==> src/rtl/crc16_pkg.sv <==
package crc16_pkg;

  // Strobes from the control to the datapath
  typedef struct packed {
    logic clrReg;    // zero the register
    logic loadByte;  // XOR the byte into the upper half (serial variant)
    logic foldByte;  // XOR the byte and apply all steps in one stage
    logic stepBit;   // apply one single-bit step
  } crcStrobes_t;

  typedef enum logic [1:0] {
    EMIT_IDLE = 2'd0,
    EMIT_HIGH = 2'd1,
    EMIT_LOW  = 2'd2
  } emitPhase_t;

endpackage

==> src/rtl/crc16_ctrl.sv <==
module crc16_ctrl
  import crc16_pkg::*;
#(
  parameter int SERIAL = 1,
  parameter int STEPS  = 8
) (
  input  logic        clk,
  input  logic        rstN,
  input  logic        clear,
  input  logic        byteValid,
  output crcStrobes_t strb,
  output logic        busy,
  output logic        dropFlag
);

  localparam int CW = $clog2(STEPS + 1);

  logic accept;

  assign accept = byteValid && !busy && !clear;

  generate
    if (SERIAL != 0) begin : g_serial
      logic [CW-1:0] stepCnt;

      always_ff @(posedge clk or negedge rstN) begin
        if (!rstN)                stepCnt <= '0;
        else if (clear)           stepCnt <= '0;
        else if (accept)          stepCnt <= CW'(STEPS);
        else if (stepCnt != '0)   stepCnt <= stepCnt - 1'b1;
      end

      assign busy = (stepCnt != '0);

      always_comb begin
        strb          = '0;
        strb.clrReg   = clear;
        strb.loadByte = accept;
        strb.stepBit  = busy && !clear;
      end


      accept_raises_busy_chk: assert property (@(posedge clk) disable iff (!rstN)
        (byteValid && !busy && !clear) |=> busy);
    end else begin : g_parallel
      assign busy = 1'b0;

      always_comb begin
        strb          = '0;
        strb.clrReg   = clear;
        strb.foldByte = accept;
      end
    end
  endgenerate

  always_ff @(posedge clk or negedge rstN) begin
    if (!rstN) dropFlag <= 1'b0;
    else       dropFlag <= byteValid && busy && !clear;
  end


  drop_flagged_chk: assert property (@(posedge clk) disable iff (!rstN)
    (byteValid && busy && !clear) |=> dropFlag);


  clear_ends_steps_chk: assert property (@(posedge clk) disable iff (!rstN)
    clear |=> !busy);

endmodule

==> src/rtl/crc16_datapath.sv <==
module crc16_datapath
  import crc16_pkg::*;
#(
  parameter int          CRC_W  = 16,
  parameter int          BYTE_W = 8,
  parameter logic [15:0] POLY   = 16'hA001
) (
  input  logic              clk,
  input  logic              rstN,
  input  crcStrobes_t       strb,
  input  logic              busy,
  input  logic [BYTE_W-1:0] byteIn,
  output logic [CRC_W-1:0]  crcReg,
  output logic              residueZero
);

  localparam int SH = CRC_W - BYTE_W;
  localparam logic [CRC_W-1:0] POLY_W = CRC_W'(POLY);

  function automatic logic [CRC_W-1:0] stepOne(input logic [CRC_W-1:0] c);
    return c[0] ? ((c >> 1) ^ POLY_W) : (c >> 1);
  endfunction

  function automatic logic [CRC_W-1:0] foldAll(input logic [CRC_W-1:0] c);
    logic [CRC_W-1:0] t;
    t = c;
    for (int i = 0; i < BYTE_W; i++) t = stepOne(t);
    return t;
  endfunction

  logic [CRC_W-1:0] mixed;

  assign mixed = crcReg ^ (CRC_W'(byteIn) << SH);

  always_ff @(posedge clk or negedge rstN) begin
    if (!rstN)              crcReg <= '0;
    else if (strb.clrReg)   crcReg <= '0;
    else if (strb.foldByte) crcReg <= foldAll(mixed);
    else if (strb.loadByte) crcReg <= mixed;
    else if (strb.stepBit)  crcReg <= stepOne(crcReg);
  end

  assign residueZero = (crcReg == '0) && !busy;


  reg_hold_chk: assert property (@(posedge clk) disable iff (!rstN)
    !(strb.clrReg || strb.foldByte || strb.loadByte || strb.stepBit) |=> $stable(crcReg));


  clear_zeroes_chk: assert property (@(posedge clk) disable iff (!rstN)
    strb.clrReg |=> (crcReg == '0));

endmodule

==> src/rtl/crc16_emitter.sv <==
module crc16_emitter
  import crc16_pkg::*;
#(
  parameter int CRC_W  = 16,
  parameter int BYTE_W = 8
) (
  input  logic              clk,
  input  logic              rstN,
  input  logic              emitStart,
  input  logic              busy,
  input  logic [CRC_W-1:0]  value,
  output logic              emitValid,
  output logic [BYTE_W-1:0] emitByte,
  output logic              emitLast
);

  emitPhase_t       phase;
  logic [CRC_W-1:0] held;
  logic             take;

  assign take = emitStart && !busy && (phase == EMIT_IDLE);

  always_ff @(posedge clk or negedge rstN) begin
    if (!rstN) begin
      phase <= EMIT_IDLE;
      held  <= '0;
    end else begin
      case (phase)
        EMIT_IDLE: if (take) begin
                     phase <= EMIT_HIGH;
                     held  <= value;
                   end
        EMIT_HIGH: phase <= EMIT_LOW;
        default:   phase <= EMIT_IDLE;
      endcase
    end
  end

  assign emitValid = (phase != EMIT_IDLE);
  assign emitLast  = (phase == EMIT_LOW);
  assign emitByte  = (phase == EMIT_HIGH) ? held[CRC_W-1 -: BYTE_W] : held[BYTE_W-1:0];


  emit_high_first_chk: assert property (@(posedge clk) disable iff (!rstN)
    (emitStart && !busy && !emitValid) |=>
      (emitValid && !emitLast && emitByte == $past(value[CRC_W-1 -: BYTE_W])));


  emit_low_second_chk: assert property (@(posedge clk) disable iff (!rstN)
    (emitValid && !emitLast) |=> (emitValid && emitLast));


  emit_busy_ignored_chk: assert property (@(posedge clk) disable iff (!rstN)
    (busy && !emitValid) |=> !emitValid);

endmodule

==> src/rtl/crc16_byte_engine.sv <==
module crc16_byte_engine
  import crc16_pkg::*;
#(
  parameter int SERIAL = 1
) (
  input  logic        clk,
  input  logic        rstN,
  input  logic        clear,
  input  logic        byteValid,
  input  logic [7:0]  byteIn,
  input  logic        emitStart,
  output logic [15:0] crcOut,
  output logic        residueZero,
  output logic        busy,
  output logic        dropFlag,
  output logic        emitValid,
  output logic [7:0]  emitByte,
  output logic        emitLast
);

  localparam int CRC_W  = 16;
  localparam int BYTE_W = 8;

  crcStrobes_t strb;

  crc16_ctrl #(.SERIAL(SERIAL), .STEPS(BYTE_W)) u_ctrl (
    .clk(clk), .rstN(rstN), .clear(clear), .byteValid(byteValid),
    .strb(strb), .busy(busy), .dropFlag(dropFlag)
  );

  crc16_datapath #(.CRC_W(CRC_W), .BYTE_W(BYTE_W), .POLY(16'hA001)) u_dp (
    .clk(clk), .rstN(rstN), .strb(strb), .busy(busy), .byteIn(byteIn),
    .crcReg(crcOut), .residueZero(residueZero)
  );

  crc16_emitter #(.CRC_W(CRC_W), .BYTE_W(BYTE_W)) u_emit (
    .clk(clk), .rstN(rstN), .emitStart(emitStart), .busy(busy), .value(crcOut),
    .emitValid(emitValid), .emitByte(emitByte), .emitLast(emitLast)
  );

endmodule

==> config.mk <==
export PLATFORM = sky130hd
export DESIGN_NAME = crc16_byte_engine
export DESIGN_NICKNAME = d
export VERILOG_FILES = /design/src/rtl/crc16_pkg.sv /design/src/rtl/crc16_ctrl.sv /design/src/rtl/crc16_datapath.sv /design/src/rtl/crc16_emitter.sv /design/src/rtl/crc16_byte_engine.sv
export SDC_FILE = /design/constraint.sdc
export NUM_CORES = 1
export LEC_CHECK = 0
export BUFFER_PORTS_ARGS = -buffer_cell sky130_fd_sc_hd__buf_2
export CAP_MARGIN = 25
export CORE_ASPECT_RATIO = 2
export CORE_UTILIZATION = 35
export CTS_CLUSTER_DIAMETER = 30
export DETAILED_ROUTE_END_ITERATION = 8
export GPL_TIMING_DRIVEN = 0
export PLACE_DENSITY = 0.66
export SKIP_CTS_REPAIR_TIMING = 1
export SLEW_MARGIN = 20
export SYNTH_ARGS = -nofsm -noshare
export SYNTH_HDL_FRONTEND = slang
export SYNTH_SLANG_ARGS = --single-unit
==> constraint.sdc <==
create_clock -name clk -period 2 [get_ports clk]
set_input_delay 0.2 -clock clk [delete_from_list [all_inputs] [get_ports clk]]
set_output_delay 0.2 -clock clk [all_outputs]
set_load 0.01 [all_outputs]
==> results of run 1 <==
==> per-stage QoR <==
step | cells | area [um2]
2_1_floorplan | 155 | 1831
3_3_place_gp | 253 | 2107
3_5_place_dp | 253 | 2107
4_1_cts | 261 | 2191
5_1_grt | 263 | 2223
6_report | 263 | 2223
==> worst min path at each step <==
stage	from	to	slack, ns	cells past startpoint
after global routing	rstN	u_emit.held[2]	0.08	1
final	rstN	u_emit.held[10]	0.01	1
after detailed placement	rstN	u_emit.held[2]	0.36	1
after floorplan	rstN	u_ctrl.dropFlag	-0.1	0
after CTS	rstN	u_dp.crcReg[2]	0.04	1
after global placement	rstN	u_ctrl.dropFlag	0.36	1
==> metal layers <==
layer | global-route usage | part of all wire | vias up
li1 | - | - | 631
met1 | 0.1985 | 0.41 | 622
met2 | 0.2694 | 0.53 | 28
met3 | 0.03070 | 0.031 | 7
met4 | 0.1015 | 0.030 | 0
met5 | 0 | 0 | -
==> placed cells by master, fill, tap and decap left out, types with 5 or more instances in the layout <==
master	instances
clkbuf_8	5
inv_1	8
mux2i_1	8
mux2_1	9
dfrtp_1	38
xor2_1	9
nor2_1	19
mux2_2	16
buf_2	42
a211oi_1	8
nand2_1	9
==> cell families (layout without fill, tap and decap cells) <==
kind of cell               count (synthesis)  count (layout)
and+or+nand+nor                           43              43
adders and majority gates                  2               2
muxes                                     33              33
AOI/OAI and AO/OA                         13              13
xor gates and xnor gates                   9               9
buffers and inverters                     16              67
DFF                                       39              39
==> final cells by class <==
cell class / count / area share
Sequential cell: 39 / 0.4395
Clock buffer: 5 / 0.03095
Clock inverter: 3 / 0.006753
Multi-Input combinational cell: 100 / 0.3585
Tap cell: 57 / 0.03208
Buffer: 7 / 0.01632
Inverter: 8 / 0.01351
Timing Repair Buffer: 44 / 0.1024
==> sequential cells by signal (all words and copies together), names as in the netlist <==
register	cells
u_ctrl.g_serial.stepCnt	4
u_emit.phase	2
u_emit.held	16
u_dp.crcReg	16
u_ctrl.dropFlag	1
==> power groups by stage <==
stage / clock [W] / combinational [W] / sequential (W)
2_1_floorplan: 0 / 0.000915 / 0.00117
3_3_place_gp: 0 / 0.00130 / 0.00119
3_5_place_dp: 0 / 0.00131 / 0.00120
4_1_cts: 0.000530 / 0.00132 / 0.00118
5_1_grt: 0.000558 / 0.00150 / 0.00120
6_report: 0.000509 / 0.00136 / 0.00117
==> worst register-to-register path: cells and delay by family (launching register included) <==
kind	cells	cell delay [ns]
flip-flops	1	0.42
AND/OR/NAND/NOR	2	0.44
multiplexers	1	0.39
adder cells (fa/ha/maj)	1	0.23
buffers and inverters	2	0.25
==> flow_summary.json, run 1 <==
{
  "outcome": "finished with violations",
  "violations": "setup timing",
  "worst_slack_ns": -0.03084,
  "grt_remaining_overflow": 0,
  "synth_mux_area_frac": 0.1975,
  "setup_tns_ns": -0.03099,
  "seqCellArea_um2": 977.2,
  "die_w_um": 53.14,
  "combinationalPowerShare": 0.446,
  "syn_nets": 170,
  "multi_input_area_um2": 797.0,
  "initial_core_util": 0.3694,
  "syn_to_final_growth_pct": 21.46,
  "fill_cells": 509,
  "crit_buf_inv": 3,
  "wl_per_cell_um": 14.83,
  "viasPerCell": 4.897,
  "switchingPower_w": 0.001159,
  "synth_area_um2": 1831,
  "initialDrtViolationCount": 28,
  "antenna_found_initial": 0,
  "synthArstFlopShare": 1.000,
  "synth_adder_area_share": 0.01367,
  "drive_gt1_frac": 0.3786,
  "cts_buffer_depth": 2,
  "fin_crit_sh": 1.015,
  "crit_start": "u_ctrl.g_serial.stepCnt[0]",
  "netlist_instances": 155,
  "synth_top_area_frac": 0.5332,
  "numCtsBuffers": 5,
  "place.detailed.hpwl_um": 2889,
  "r2r-start": "u_ctrl.g_serial.stepCnt[0]",
  "cts.clk_slew.worst_paths_ns": 0.07,
  "cp_top_family": "simple AND/OR/NAND/NOR gates",
  "cts-htree-levels": 2,
  "antenna_cells_inserted": 0,
  "skew_ns": 0.005948,
  "grt_usage": 0.1680,
  "cp_slowest_cell": "dfrtp_1",
  "cts_tree": "built",
  "ios": 42,
  "max-vdd-ir-drop_mv": 0.7955,
  "arrival_ns": 1.83,
  "synth_compound_area_frac": 0.05058,
  "hold_path.class": "input pin to async pin",
  "hold_viol": 0,
  "die_y_um": 104.3,
  "drc": 0,
  "ant_nets": 0,
  "cap_violations": 0,
  "r2r_cells": 6,
  "max_stage_delay_ns": 0.42,
  "rsz0062_at_grt": "yes",
  "hold_slack_ns": 0.01210,
  "io_buffers": 41,
  "grt_max_degree": 40,
  "place_ws_ns": 0.04624,
  "finalWorstPathRequiredPeriod_ns": 2.031,
  "num_rows": 36,
  "dieArea_um2": 5541,
  "core_um2": 4955,
  "layout.nets": 220,
  "worstSkewPairLatency_ns": 0.30,
  "dr_total_vias": 1288,
  "place_congestion": 0.7496,
  "endpoint": "residueZero",
  "synth-simple-area-share": 0.1271,
  "synth_cell_types": 27,
  "seq_power_share": 0.386,
  "drt_pass1_iterations": 4,
  "fmax_mhz": 492.4,
  "synth_common_cells": "dfrtp_1 (39), nor2_1 (19), mux2_2 (16)",
  "critPathLaunchType": "register",
  "maxSlewViolCount": 0,
  "finalSetupViolCount": 2,
  "synth_area_leader_cell": "dfrtp_1",
  "grt_pass1_wl_um": 6499,
  "synth_edf_count": 0,
  "synthTopCellsByArea": "dfrtp_1 (53%), mux2_2 (9.8%), mux2_1 (5.5%)",
  "ys.warnings.count": 0,
  "p_leak_nw": 1.185,
  "post-route-util": 0.4487,
  "synth_top_family_by_area": "multiplexers",
  "cp.depth": 6,
  "ys_ff_latch": 39,
  "internal-power_w": 0.001877,
  "slew_headroom": 0.4236,
  "cts-root-buf": "clkbuf_8",
  "p_sw_frac": 0.3817,
  "clkPwrFrac": 0.168,
  "crit_type": "register to primary output",
  "avgSynthCellArea_um2": 11.81,
  "crit_fanout": 10,
  "wirelength_um": 3901,
  "ys.flop_type": "dfrtp_1",
  "yosys.area_share.xor_xnor": 0.04306,
  "p_total_w": 0.003036,
  "yosysMostFrequentCell": "dfrtp_1",
  "tightestPinTransition_ns": 0.8646,
  "pwr_density_cell_nw_per_um2": 1366,
  "crit_path_end_kind": "primary output",
  "synth_seq_area_share": 0.5332,
  "crit_chain": "inv_1 -> ha_1 -> nor3b_4 -> clkbuf_4 -> and4_1 -> buf_2",
  "cts_sinks": 39,
  "grt_pass1_vias": 1295,
  "r2r_end": "u_emit.held[11]",
  "worstPathRequired_ns": 1.80,
  "regToRegSetupSlack_ns": 0.16
}
Power figures use the tool's default switching activity.
==> run 2: changes to the inputs <==
--- a/config.mk
+++ b/config.mk
@@ -8,11 +8,11 @@
 export BUFFER_PORTS_ARGS = -buffer_cell sky130_fd_sc_hd__buf_2
 export CAP_MARGIN = 25
 export CORE_ASPECT_RATIO = 2
-export CORE_UTILIZATION = 35
+export CORE_UTILIZATION = 53
 export CTS_CLUSTER_DIAMETER = 30
 export DETAILED_ROUTE_END_ITERATION = 8
 export GPL_TIMING_DRIVEN = 0
-export PLACE_DENSITY = 0.66
+export PLACE_DENSITY = 0.89
 export SKIP_CTS_REPAIR_TIMING = 1
 export SLEW_MARGIN = 20
 export SYNTH_ARGS = -nofsm -noshare
==> flow_summary.json, run 2 (synthesis results as in run 1) <==
{
  "outcome": "finished with violations",
  "violations": "DRC, setup timing",
  "worstSkewPairLatency_ns": 0.29,
  "p_leak_nw": 1.178,
  "worstPathRequired_ns": 1.80,
  "r2r-start": "u_ctrl.g_serial.stepCnt[0]",
  "io_buffers": 41,
  "cts-root-buf": "clkbuf_8",
  "ios": 42,
  "dieArea_um2": 3707,
  "setup_tns_ns": -0.06432,
  "cts.clk_slew.worst_paths_ns": 0.07,
  "internal-power_w": 0.001902,
  "tightestPinTransition_ns": 0.8502,
  "seq_power_share": 0.389,
  "fmax_mhz": 485.9,
  "antenna_cells_inserted": 0,
  "max_stage_delay_ns": 0.54,
  "initial_core_util": 0.5668,
  "cts_buffer_depth": 2,
  "critPathLaunchType": "register",
  "cts_tree": "built",
  "core_um2": 3229,
  "wl_per_cell_um": 16.59,
  "finalWorstPathRequiredPeriod_ns": 2.058,
  "grt_pass1_wl_um": 6168,
  "rsz0062_at_grt": "yes",
  "cts_sinks": 39,
  "crit_path_end_kind": "primary output",
  "p_sw_frac": 0.3817,
  "viasPerCell": 5.743,
  "drt_pass1_iterations": 6,
  "final_cell_mix": "buf_2 (42), dfrtp_1 (38), nor2_1 (19), mux2_2 (16)",
  "switchingPower_w": 0.001174,
  "cp_slowest_cell": "or4_4",
  "place_congestion": 0.7623,
  "syn_to_final_growth_pct": 19.89,
  "initialDrtViolationCount": 28,
  "grt_max_degree": 40,
  "cap_violations": 0,
  "r2r_cells": 6,
  "cp.depth": 4,
  "drive_gt1_frac": 0.3786,
  "die_y_um": 85.11,
  "clkPwrFrac": 0.167,
  "place.detailed.hpwl_um": 2739,
  "hold_path.class": "input pin to async pin",
  "r2r_end": "u_emit.held[15]",
  "cp_top_family": "simple AND/OR/NAND/NOR gates",
  "combinationalPowerShare": 0.445,
  "p_total_w": 0.003076,
  "max-vdd-ir-drop_mv": 0.9384,
  "wirelength_um": 3933,
  "worst_slack_ns": -0.05787,
  "grt_pass1_vias": 1304,
  "slew_headroom": 0.4332,
  "ant_nets": 0,
  "cts-htree-levels": 2,
  "design_area_um2": 2195,
  "placed_area_um2": 2074,
  "fin_crit_sh": 1.029,
  "hold_viol": 0,
  "skew_ns": 0.005944,
  "antenna_found_initial": 0,
  "crit_chain": "or4_4 -> nor4_2 -> and4_1 -> buf_2",
  "crit_buf_inv": 1,
  "reg.largest.list": "u_dp.crcReg: 16 flops, u_emit.held: 16 flops, u_ctrl.g_serial.stepCnt: 4 flops",
  "num_rows": 29,
  "regToRegSetupSlack_ns": 0.10,
  "grt_usage": 0.2302,
  "drc": 6,
  "arrival_ns": 1.86,
  "crit_type": "register to primary output",
  "crit_start": "u_dp.crcReg[8]",
  "layout.nets": 220,
  "endpoint": "residueZero",
  "numCtsBuffers": 5,
  "crit_fanout": 4,
  "pwr_density_cell_nw_per_um2": 1402,
  "maxSlewViolCount": 0,
  "final_common_cell": "buf_2",
  "die_w_um": 43.56,
  "dr_total_vias": 1361,
  "grt_remaining_overflow": 0,
  "finalSetupViolCount": 2,
  "post-route-util": 0.6796
}
[run 2: how the worst min path moves through the flow]
stage                       to  slack [ns]  cells past startpoint
6_report       u_emit.held[12]       0.008                      1
5_1_grt        u_emit.held[11]        0.08                      1
4_1_cts         u_dp.crcReg[9]        0.04                      1
3_5_place_dp   u_dp.crcReg[10]        0.35                      1
3_3_place_gp   u_dp.crcReg[10]        0.35                      1
2_1_floorplan  u_ctrl.dropFlag        -0.1                      0
[run 2: metrics by stage]
step	worst slack [ns]	hold WS (ns)	std cells
2_1_floorplan	0.3029	-0.09559	155
3_3_place_gp	0.07983	0.3507	227
3_5_place_dp	0.02128	0.3514	227
4_1_cts	-0.2168	0.04321	235
5_1_grt	-0.1019	0.08148	237
6_report	-0.05787	0.008416	237
[run 2: per-layer routing]
layer  wire length, um  vias up  track usage  part of all wire
met5                 0        -            0                 0
met4                82        0      0.09943             0.021
met3               121        7      0.04468             0.031
met2              2145       35       0.3976              0.55
met1              1583      685       0.2658              0.40
li1                  -      634            -                 -
[run 2: layout make-up]
type / count / area (um2)
plain buffers: 7 / 36.28
clock buffers: 7 / 76.32
clock inverters: 1 / 5.005
fillers: 255 / 1035
inverters: 8 / 30.03
multi-input cells: 100 / 803.3
flip-flops and latches: 39 / 977.2
well taps: 31 / 38.79
repair buffers: 44 / 227.7
[run 2: power groups by stage]
| stage | Combinational (W) | Sequential [W] | Clock [W] |
|---|---|---|---|
| 2_1_floorplan | 0.000915 | 0.00117 | 0 |
| 3_3_place_gp | 0.00125 | 0.00120 | 0 |
| 3_5_place_dp | 0.00128 | 0.00121 | 0 |
| 4_1_cts | 0.00129 | 0.00120 | 0.000514 |
| 5_1_grt | 0.00149 | 0.00122 | 0.000549 |
| 6_report | 0.00137 | 0.00120 | 0.000512 |
